[config.mk]
export PLATFORM = sky130hd
export DESIGN_NAME = adc_trig_ctrl
export DESIGN_NICKNAME = d
export VERILOG_FILES = /design/src/rtl/adc_trig_pkg.sv /design/src/rtl/trig_qual.sv /design/src/rtl/start_ctrl.sv /design/src/rtl/pwr_ctrl.sv /design/src/rtl/adc_trig_ctrl.sv
export SDC_FILE = /design/constraint.sdc
export NUM_CORES = 1
export LEC_CHECK = 0
export BUFFER_PORTS_ARGS = -buffer_cell sky130_fd_sc_hd__buf_2
export CAP_MARGIN = 10
export CORE_AREA = 2 2 39 41
export DETAILED_ROUTE_END_ITERATION = 6
export DIE_AREA = 0 0 41 43
export PLACE_DENSITY_LB_ADDON = 0.1
export RECOVER_POWER = 100
export REMOVE_ABC_BUFFERS = 1
export SLEW_MARGIN = 5
export SYNTH_ARGS = -nofsm -noshare
export SYNTH_HDL_FRONTEND = slang
export SYNTH_SLANG_ARGS = --single-unit
[constraint.sdc]
create_clock -name clk -period 2.4 [get_ports clk]
set_input_delay 0.48 -clock clk [delete_from_list [all_inputs] [get_ports clk]]
set_output_delay 0.48 -clock clk [all_outputs]
set_load 0.005 [all_outputs]
[src/rtl/adc_trig_pkg.sv]
package adc_trig_pkg;

    localparam int unsigned SRC_N      = 2;
    localparam int unsigned SRC_EXT    = 0;
    localparam int unsigned SRC_ONCHIP = 1;

    // Sources that are blocked while the converter is unpowered
    localparam logic [SRC_N-1:0] SRC_NEEDS_PWR = 2'b10;

    typedef enum logic {
        GRP_SINGLE = 1'b0,
        GRP_CONT   = 1'b1
    } grp_mode_t;

    typedef struct packed {
        logic wr;
        logic val;
    } sw_cmd_t;

    function automatic logic src_gate(input logic acc, input logic en,
                                      input logic pwr, input logic needs_pwr);
        return acc & en & (pwr | ~needs_pwr);
    endfunction

endpackage

[src/rtl/trig_qual.sv]
module trig_qual #(
    parameter int unsigned SYNC_STAGES = 2,
    parameter int unsigned MIN_LOW     = 2
) (
    input  logic clk,
    input  logic rst,
    input  logic trig_n,
    output logic acc
);
    localparam int unsigned CNT_W = $clog2(MIN_LOW + 1);

    logic [SYNC_STAGES-1:0] sync_q;
    logic [CNT_W-1:0]       low_cnt;
    logic                   lvl;

    assign lvl = sync_q[SYNC_STAGES-1];

    always_ff @(posedge clk) begin
        if (rst) begin
            sync_q <= '1;
        end else begin
            sync_q <= {sync_q[SYNC_STAGES-2:0], trig_n};
        end
    end

    always_ff @(posedge clk) begin
        if (rst || lvl) begin
            low_cnt <= '0;
        end else if (low_cnt != CNT_W'(MIN_LOW)) begin
            low_cnt <= low_cnt + 1'b1;
        end
    end

    assign acc = ~lvl && (low_cnt == CNT_W'(MIN_LOW - 1));


    acc_low_hist_chk: assert property (@(posedge clk) disable iff (rst)
        acc |-> (!lvl && !$past(lvl)));


    acc_once_chk: assert property (@(posedge clk) disable iff (rst)
        acc |=> !acc);

endmodule

[src/rtl/start_ctrl.sv]
module start_ctrl
    import adc_trig_pkg::*;
(
    input  logic             clk,
    input  logic             rst,
    input  logic [SRC_N-1:0] hw_acc,
    input  logic [SRC_N-1:0] hw_en,
    input  logic             pwr_on,
    input  grp_mode_t        mode,
    input  sw_cmd_t          sw,
    input  logic             grp_done,
    output logic             busy,
    output logic             start_pulse
);
    logic [SRC_N-1:0] gated;
    logic sw_go, sw_stop, trig_any, go;

    for (genvar i = 0; i < SRC_N; i++) begin : g_gate
        assign gated[i] = src_gate(hw_acc[i], hw_en[i], pwr_on, SRC_NEEDS_PWR[i]);
    end

    assign sw_go    = sw.wr & sw.val & pwr_on;
    assign sw_stop  = sw.wr & ~sw.val;
    assign trig_any = (|gated) | sw_go;
    assign go       = ~busy & trig_any;

    always_ff @(posedge clk) begin
        if (rst) begin
            busy        <= 1'b0;
            start_pulse <= 1'b0;
        end else begin
            start_pulse <= go;
            if (go) begin
                busy <= 1'b1;
            end else if (busy && ((grp_done && mode == GRP_SINGLE) || sw_stop)) begin
                busy <= 1'b0;
            end
        end
    end


    pulse_on_rise_chk: assert property (@(posedge clk) disable iff (rst)
        $rose(busy) |-> start_pulse);


    pulse_width_chk: assert property (@(posedge clk) disable iff (rst)
        start_pulse |=> !start_pulse);


    single_done_chk: assert property (@(posedge clk) disable iff (rst)
        (busy && grp_done && mode == GRP_SINGLE) |=> !busy);


    cont_hold_chk: assert property (@(posedge clk) disable iff (rst)
        (busy && mode == GRP_CONT && !(sw.wr && !sw.val)) |=> busy);


    busy_no_restart_chk: assert property (@(posedge clk) disable iff (rst)
        busy |=> !start_pulse);

endmodule

[src/rtl/pwr_ctrl.sv]
module pwr_ctrl (
    input  logic clk,
    input  logic rst,
    input  logic wr,
    input  logic val,
    input  logic halt_req,
    output logic pwr_on
);
    always_ff @(posedge clk) begin
        if (rst || halt_req) begin
            pwr_on <= 1'b0;
        end else if (wr) begin
            pwr_on <= val;
        end
    end


    halt_clears_chk: assert property (@(posedge clk) disable iff (rst)
        halt_req |=> !pwr_on);

endmodule

[src/rtl/adc_trig_ctrl.sv]
module adc_trig_ctrl
    import adc_trig_pkg::*;
#(
    parameter int unsigned SYNC_STAGES = 2,
    parameter int unsigned MIN_LOW     = 2
) (
    input  logic clk,
    input  logic rst,
    input  logic mode_cont,
    input  logic ext_en,
    input  logic onchip_en,
    input  logic sw_wr,
    input  logic sw_start,
    input  logic pwr_wr,
    input  logic pwr_set,
    input  logic halt_req,
    input  logic ext_trig_n,
    input  logic onchip_trig_n,
    input  logic grp_done,
    output logic start_pulse,
    output logic busy,
    output logic pwr_on
);
    logic [SRC_N-1:0] raw_n, acc, en;
    sw_cmd_t          sw;

    assign raw_n[SRC_EXT]    = ext_trig_n;
    assign raw_n[SRC_ONCHIP] = onchip_trig_n;
    assign en[SRC_EXT]       = ext_en;
    assign en[SRC_ONCHIP]    = onchip_en;
    assign sw.wr             = sw_wr;
    assign sw.val            = sw_start;

    for (genvar i = 0; i < SRC_N; i++) begin : g_src
        trig_qual #(
            .SYNC_STAGES (SYNC_STAGES),
            .MIN_LOW     (MIN_LOW)
        ) u_qual (
            .clk    (clk),
            .rst    (rst),
            .trig_n (raw_n[i]),
            .acc    (acc[i])
        );
    end

    pwr_ctrl u_pwr (
        .clk      (clk),
        .rst      (rst),
        .wr       (pwr_wr),
        .val      (pwr_set),
        .halt_req (halt_req),
        .pwr_on   (pwr_on)
    );

    start_ctrl u_start (
        .clk         (clk),
        .rst         (rst),
        .hw_acc      (acc),
        .hw_en       (en),
        .pwr_on      (pwr_on),
        .mode        (grp_mode_t'(mode_cont)),
        .sw          (sw),
        .grp_done    (grp_done),
        .busy        (busy),
        .start_pulse (start_pulse)
    );


    reset_state_chk: assert property (@(posedge clk)
        $past(rst) |-> (!busy && !start_pulse && !pwr_on));

endmodule

==> Word level (Yosys, flattened, before mapping) <==
Cells that the tools add are included.
{ "totals": {"ff_bits": 11, "output_inout_bits": 3, "inputBits": 13} }
{ "classes": {"n_mux": 2, "eq_ne": 4, "n_reduce_logical": 10, "addsub": 2, "n_bitwise": 13} }
{ "op_table": {"columns": ["cell", "count"], "rows": [
  ["AND 1 bit", 7],
  ["NOT 1 bit", 5],
  ["adder 2 x 1 -> 2 bit (second input constant)", 2],
  ["equality test 2 x 1 -> 1 bit (second input constant)", 2],
  ["logical AND 1 bit", 4],
  ["logical OR 1 bit", 4],
  ["inequality test 2 bit (second input constant)", 2],
  ["2-to-1 mux 1 bit", 2],
  ["nonzero test 2 bit", 1],
  ["OR reduction 2 bit", 1],
  ["bitwise OR 1 bit", 1]
]} }

==> Depth between registers and ports, before layout <==
Gate-level depths: netlist of run 1.
{ "depth": {"ltp_word": 8, "ltp_mapped": 5, "mapped_depth_nobuf": 5} }

==> By module <==
Synthesis of run 1 repeated with hierarchy kept, for this count alone.
{ "unflattened": {"hier_cells": 42, "area_unflattened_um2": 474.2} }
{ "by_module_without_submodules": {"columns": ["module", "instances", "cells_each", "area_per_inst_um2"], "rows": [
  ["trig_qual", 2, 15, 166.4],
  ["start_ctrl", 1, 9, 101.3],
  ["pwr_ctrl", 1, 3, 40.0]
]} }

==> Worst setup path before layout of run 1 <==
No wires, ideal clock.
{ "synth_timing": {"path_kind": "flip-flop to flip-flop", "startpoint": "register g_src[1].u_qual.low_cnt[1]", "endpoint": "register u_start.start_pulse", "path_slack_ns": 1.302, "synth_period_minus_slack_ns": 1.098, "t_arrival_ns": 0.970, "path_stages_with_launch": 6, "required_time_ns": 2.272, "setup_ns": 0.128, "n_path_buf": 0, "path_cell_list": "dfxtp_1 > inv_1 > ha_1 > and4b_1 > a31oi_2 > a211oi_2"} }
{ "synth_via": {"elab_chain_cells": 7} }
{ "synth_lines": {"columns": ["element", "line", "source"], "rows": [
  ["start, declared", "trig_qual.sv:13", "logic [CNT_W-1:0] low_cnt;"],
  ["start signal, assigned", "trig_qual.sv:30", "low_cnt <= low_cnt + 1'b1;"],
  ["equality test 2 x 1 -> 1 bit", "trig_qual.sv:34", "assign acc = ~lvl && (low_cnt == CNT_W'(MIN_LOW - 1));"],
  ["logical AND 1 bit", "trig_qual.sv:34", null],
  ["AND 1 bit (2 in series)", "adc_trig_pkg.sv:22", "return acc & en & (pwr | ~needs_pwr);"],
  ["OR reduction 2 bit", "start_ctrl.sv:24", "assign trig_any = (|gated) | sw_go;"],
  ["bitwise OR 1 bit", "start_ctrl.sv:24", null],
  ["AND 1 bit", "start_ctrl.sv:25", "assign go = ~busy & trig_any;"],
  ["end signal, assigned", "start_ctrl.sv:32", "start_pulse <= go;"],
  ["end, declared", "start_ctrl.sv:13", "output logic start_pulse"]
]} }
Every way passes these cells.
A chain may end at the register's enable or synchronous reset.

==> Worst setup path after layout of run 1 <==
{ "layout_timing": {"startpoint": "register u_start.busy", "endpoint": "output port busy"} }
{ "layout_rtl": {"columns": ["element", "line", "source"], "rows": [
  ["start, declared", "start_ctrl.sv:12", "output logic busy,"],
  ["start signal, assigned", "start_ctrl.sv:29", "busy <= 1'b0;"],
  ["start signal, assigned", "start_ctrl.sv:34", "busy <= 1'b1;"],
  ["start signal, assigned", "start_ctrl.sv:36", "busy <= 1'b0;"],
  ["end, declared", "adc_trig_ctrl.sv:21", "output logic busy,"]
]} }
No word-level cell between the ends.

==> summary.md, run 1 <==
| Metric | Value |
|---|---|
| CTS Root Buffer Type | `clkbuf_4` |
| Die area | `0.00176 mm^2` |
| Clock power frac | `37.1%` |
| LEAKAGE | `0.260 nW` |
| DRT Wirelength | `788 um` |
| RePlAce Congestion | `0.678` |
| Internal power | `263 uW` |
| Critical R2R Capture | `u_start.start_pulse` |
| Vias in the first global route | `347` |
| Layout cells sized above 1 | `34.4%` |
| Setup_tns | `0 ns` |
| # clock sinks | `11` |
| Largest net degree at the start of global routing | `14` |
| Period Utilization, post-route | `54.2%` |
| Worst flop-to-flop path startpoint | `g_src[1].u_qual.low_cnt[1]` |
| Reg2Reg Depth | `5` |
| Combinational share of power | `6.9%` |
| Min cycle time layout | `1.30 ns` |
| CP required | `1.92 ns` |
| Mapped Cells | `46` |
| Later-pin clock latency in the skew report | `0.27 ns` |
| Fmax | `768 MHz` |
| Slowest cell on crit path | `dfxtp_1` |
| Fill cells | `144` |
| Core footprint | `0.00138 mm^2` |
| WP depth | `1` |
| Hold Startpoint | `halt_req` |
| Vias | `371` |
| CP Class | `reg2out` |
| Status | `finished clean` |
| Syn. warnings | `0` |
| Post-Syn Area | `477 um^2` |
| Reg2Reg Setup Slack | `1.12 ns` |
| H-tree Lvls | `1` |
| Clk buf depth | `2` |
| Total Nets Final | `82` |
| Worst path cell trace | `buf_2` |
| Row cnt | `14` |
| IO Count | `16` |
| Yosys top cell area share | `46.2%` |
| Die width | `41 um` |
| Register area share after synthesis | `46.2%` |
| Max cap viols | `0` |
| Setup crit start | `u_start.busy` |
| CTS resizes | `0` |
| Layout area overhead | `21.8%` |
| Crit path launch type | `flop` |
| First-pass GRT wire length | `1300 um` |
| Syn avg cell area | `10.4 um^2` |
| Post-CTS Setup Bufs | `0` |
| Max-slew violation count | `0` |
| CP peak stage delay | `0.41 ns` |
| Hold Buf Count CTS | `0` |
| Critical path capture point type | `primary output` |
| Via density | `4.64` |
| CTS clock-pin slew for the worst setup and hold paths | `0.07 ns` |
| Family with the most delay on the worst path | `flip-flops` |
| Worst path bufs/invs | `1` |
| Hold/Removal Path Class | `in2reg` |
| Setup Skew | `0.00302 ns` |
| Worst Tran Pin Value | `0.493 ns` |
| Post-synth EDFFs | `0` |
| DR iter-0 viols | `1` |
| Predominant post-synthesis flop cell | `dfxtp_1` |
| Largest area contributor in the netlist | `dfxtp_1` |
| CP max FO | `5` |
| Final setup fails | `0` |
| Final hold vios | `0` |
| Async set-reset flop share out of synthesis | `0%` |
| Total gr overflow | `0` |
| WL per Instance | `9.85 um` |
| Inserted Diodes | `0` |
| Number of synthesized register bits | `11` |
| CP arrival | `0.82 ns` |
| IO Port Bufs | `15` |
| Cell with the most instances after synthesis | `dfxtp_1` |
| Total power | `340 uW` |
| Total Routing Usage GR | `11.4%` |
| Cell area power density | `586 mW/mm^2` |
| Initial core utilization | `34.4%` |
| Commonest cells post-synth | `dfxtp_1 (11), nor3_1 (5), ha_1 (4), inv_1 (4), or2_2 (4)` |
| Unrepaired setup endpoints after global routing | `false` |
| TritonRoute pass-1 iters | `2` |
| Initial antenna violation count | `0` |
| NetSw | `77.5 uW` |
| Synth top area cells | `dfxtp_1 (46%), ha_1 (10%), nor3_1 (5.2%), or2_2 (5.2%), xor2_1 (3.7%)` |
| DRC Markers | `0` |
| Worst setup path endpoint | `busy` |
| Antenna Nets Post-Route | `0` |
| Num CTS Buffers | `3` |
| Synth cell types | `19` |
| Die H | `43 um` |
| Flop pwr share | `56.0%` |
| Slew margin rel. | `67.2%` |
| Sw frac | `22.8%` |
| Worst VDD drop | `390 uV` |
| CTS tree | `built` |
==> layout make-up <==
class | count | area [um^2] | area share (%)
Multi-Input combinational cell | 30 | 225 | 38.8
Sequential cell | 11 | 220 | 37.9
Timing Repair Buffer | 15 | 72.6 | 12.5
Clock buffer | 3 | 22.5 | 3.88
Tap cell | 16 | 20.0 | 3.45
Inverter | 4 | 15.0 | 2.59
Clock inverter | 1 | 5.00 | 0.862
==> layout by cell type, fill, tap and decap left out <==
cell      synthesis  routed
mux2i_1           1       1
a21oi_1           2       2
nor3_1            5       5
nor2_1            2       2
nor2b_1           1       1
nand3b_1          1       1
nand2b_1          2       2
and4b_1           1       1
a211oi_1          0       1
clkbuf_4          0       3
or2_2             4       4
o31ai_2           1       1
inv_1             4       4
nor4b_1           1       1
dfxtp_1          11      11
clkinv_2          0       1
clkbuf_1          0       2
a32oi_1           1       1
ha_1              4       4
buf_2             1      13
xor2_1            2       2
a31oi_1           0       1
==> routing by layer <==
metal / wire length, um / global-route usage, % / part of all wire [%]
met5: 0 / 0 / 0
met4: 0 / 4.00 / 0
met3: 59 / 7.85 / 7.5
met2: 371 / 16.9 / 47
met1: 356 / 12.5 / 45
==> worst min-delay path by stage <==
stage | end | slack, ns | cells past startpoint
after floorplan | g_src[0].u_qual.sync_q[1] | 0.39 | 1
after global placement | g_src[1].u_qual.sync_q[1] | 0.39 | 1
after detailed placement | g_src[1].u_qual.sync_q[1] | 0.40 | 1
after CTS | u_pwr.pwr_on | 0.35 | 2
after global routing | u_pwr.pwr_on | 0.35 | 2
final | u_pwr.pwr_on | 0.36 | 2
==> sequential cells by signal, indices dropped and copies added (netlist names) <==
name / count
g_src.u_qual.low_cnt: 4
g_src.u_qual.sync_q: 4
u_pwr.pwr_on: 1
u_start.busy: 1
u_start.start_pulse: 1
==> through the flow <==
stage                     instances  hold WS, ns  utilization, %  cell area, um^2  setup slack (ns)
after floorplan                  45        0.389               -              472              1.30
after global placement           76        0.395            41.0              567              1.20
after detailed placement         76        0.396            41.0              567              1.18
after CTS                        80        0.352            42.9              594              1.07
after global routing             80        0.349            42.0              581              1.03
final                            80        0.362            42.0              581              1.10
==> cells by family (layout without fill, tap and decap cells) <==
family                   after synthesis  in the layout  share of synthesized area [%]
multiplexers                           1              1                           2.10
adder cells (fa/ha/maj)                4              4                           10.5
flip-flops                            11             11                           46.2
buffers and inverters                  5             23                           4.20
AO/OA/AOI/OAI                          6              6                           11.8
XOR/XNOR                               2              2                           3.68
AND/OR/NAND/NOR                       17             17                           21.5
==> power groups by stage <==
stage          Sequential [mW]  Combinational (mW)  Clock (mW)
6_report                 0.191              0.0233       0.126
5_1_grt                  0.191              0.0269       0.141
4_1_cts                  0.191              0.0247       0.135
3_5_place_dp             0.195              0.0247           0
3_3_place_gp             0.195              0.0243           0
2_1_floorplan            0.194             0.00966           0
Note: power is estimated with default switching activity, not from simulation.
==> inputs of run 2 (changes only) <==
clock period = 1.1 ns   (was 2.4 ns; I/O delays follow)
==> summary.md, run 2 (same netlist as run 1, synthesis figures left out) <==
| Metric | Value |
|---|---|
| Met3 wire length | `53 um (-10%)` |
| Slew margin rel. | `77.4% (+10 points)` |
| Total Nets Final | `86 (+4.9%)` |
| WL per Instance | `9.70 um (-1.5%)` |
| CP Class | `reg2reg` |
| Layout cells sized above 1 | `45.6% (+11 points)` |
| Fill cells | `137 (-4.9%)` |
| Antenna Nets Post-Route | `0 (unchanged)` |
| Total gr overflow | `0 (unchanged)` |
| Fin area | `658 um^2 (+13%)` |
| Worst Tran Pin Value | `0.340 ns (-0.153 ns)` |
| H-tree Lvls | `1 (unchanged)` |
| Most common cell after layout, fill and taps aside | `buf_2` |
| # clock sinks | `11 (unchanged)` |
| Die H | `43 um (unchanged)` |
| First-pass GRT wire length | `1150 um (-12%)` |
| Status | `finished clean` |
| Setup Skew | `0.000331 ns (-0.00269 ns)` |
| Commonest non-fill, non-tap cells in the layout | `buf_2 (12), dfxtp_1 (9), nor3_1 (5)` |
| Hold Buf Count CTS | `0 (unchanged)` |
| Later-pin clock latency in the skew report | `0.26 ns (about the same)` |
| Top layer used by detailed routing | `met3` |
| Regs by FF count | `g_src.u_qual.low_cnt x4, g_src.u_qual.sync_q x4` |
| WL met1 | `382 um (+7.3%)` |
| Total power | `743 uW (+120%)` |
| Met2 wire length | `379 um (+2.2%)` |
| Min cycle time layout | `1.07 ns` |
| Vias | `397 (+7.0%)` |
| Inserted Diodes | `0 (unchanged)` |
| Max cap viols | `0 (unchanged)` |
| Layout area overhead | `38.1%` |
| Die area | `0.00176 mm^2 (unchanged)` |
| IO Count | `16 (unchanged)` |
| Worst VDD drop | `612 uV (+57%)` |
| Period Utilization, post-route | `97.6%` |
| Cell area power density | `1130 mW/mm^2 (+93%)` |
| CP required | `1.25 ns (-0.67 ns)` |
| Hold/Removal Path Class | `in2reg` |
| DRT Wirelength | `815 um (+3.4%)` |
| Num CTS Buffers | `3 (unchanged)` |
| CP arrival | `1.22 ns (+0.40 ns)` |
| CTS Root Buffer Type | `clkbuf_4` |
| Initial core utilization | `34.4% (unchanged)` |
| CTS clock-pin slew for the worst setup and hold paths | `0.06 ns (about the same)` |
| DR iter-0 viols | `4 (+3)` |
| Dpl hpwl | `602 um` |
| Crit path launch type | `flop` |
| LEAKAGE | `0.278 nW (+7.1%)` |
| Final setup fails | `0 (unchanged)` |
| Largest net degree at the start of global routing | `10 (-4)` |
| Max-slew violation count | `0 (unchanged)` |
| Die width | `41 um (unchanged)` |
| Via density | `4.73 (+1.9%)` |
| Fmax | `931 MHz` |
| Vias in the first global route | `323 (-6.9%)` |
| DRC Markers | `0 (unchanged)` |
| Initial antenna violation count | `0 (unchanged)` |
| Row cnt | `14 (unchanged)` |
| RePlAce Congestion | `0.594 (-12%)` |
| TritonRoute pass-1 iters | `4 (+2)` |
| Core footprint | `0.00138 mm^2 (unchanged)` |
| Total Routing Usage GR | `9.90% (-1.5 points)` |
| Unrepaired setup endpoints after global routing | `true` |
| CP max FO | `2 (-3)` |
| Final hold vios | `0 (unchanged)` |
| IO Port Bufs | `15 (unchanged)` |
| Critical path capture point type | `flop` |
| CTS tree | `built` |
| Clk buf depth | `2 (unchanged)` |
| Placed Area | `589 um^2 (+4.0%)` |
[run 2: changes by cell type in the layout (fill, tap and decap cells not counted), sizes merged]
cell / before / now
buf: 13 / 16
clkbuf: 5 / 7
clkinv: 1 / 0
[run 2: layout make-up]
class	instances	area [um^2]	share of cell area, %
well taps	16	20.0	3.04
repair buffers	19	101	15.4
flip-flops and latches	11	225	34.2
multi-input cells	30	270	41.1
clock buffers	4	26.3	3.99
inverters	4	15.0	2.28
[run 2: report_power, final]
group | total (mW) | switching [mW] | internal, mW
Sequential | 0.414 | 0.00688 | 0.408
Clock | 0.266 | 0.125 | 0.140
Combinational | 0.0632 | 0.0269 | 0.0363
Total | 0.743 | 0.159 | 0.584
[run 2: stage by stage]
stage          hold WS [ns]  setup TNS, ns  util [%]  worst slack (ns)  instances
2_1_floorplan         0.285              0         -           0.00183         45
4_1_cts               0.108              0      44.8           0.00442         83
5_1_grt               0.106        -0.0538      47.6           -0.0251         84
6_report              0.115              0      47.6            0.0263         84
3_3_place_gp          0.385       -0.00141      42.6          -0.00141         79
3_5_place_dp          0.392        -0.0323      42.6           -0.0235         79
[run 2: path summary, 6_finish.rpt]
path	from	end	slack [ns]	cells past startpoint
worst max-delay path	g_src[1].u_qual.low_cnt[1]	u_start.busy	0.03	5
worst min-delay path	halt_req	u_pwr.pwr_on	0.11	2
worst max register to register	g_src[1].u_qual.low_cnt[1]	u_start.busy	0.03	5
worst min register to register	g_src[1].u_qual.sync_q[0]	g_src[1].u_qual.sync_q[1]	0.41	1
[run 2: per-layer routing]
layer | up-vias | global-route usage [%]
li1 | 202 | -
met1 | 184 | 12.1
met2 | 11 | 13.4
met3 | 0 | 4.71
met4 | 0 | 6.00
met5 | - | 0
[run 2: what timing repair did]
action | in CTS | in global routing
buffers inserted | 0 | 1
resized for setup | 4 | 5
endpoints found under the setup margin | 2 | 4
hold endpoints to repair | 0 | 0
cloned | 0 | 0
pin swaps | 2 | 4
[run 2: critical path: stages (launching register included)]
cell,delay (ns)
dfxtp_2,0.33
inv_2,0.04
ha_4,0.14
and4b_1,0.19
a31oi_4,0.17
o31ai_2,0.08
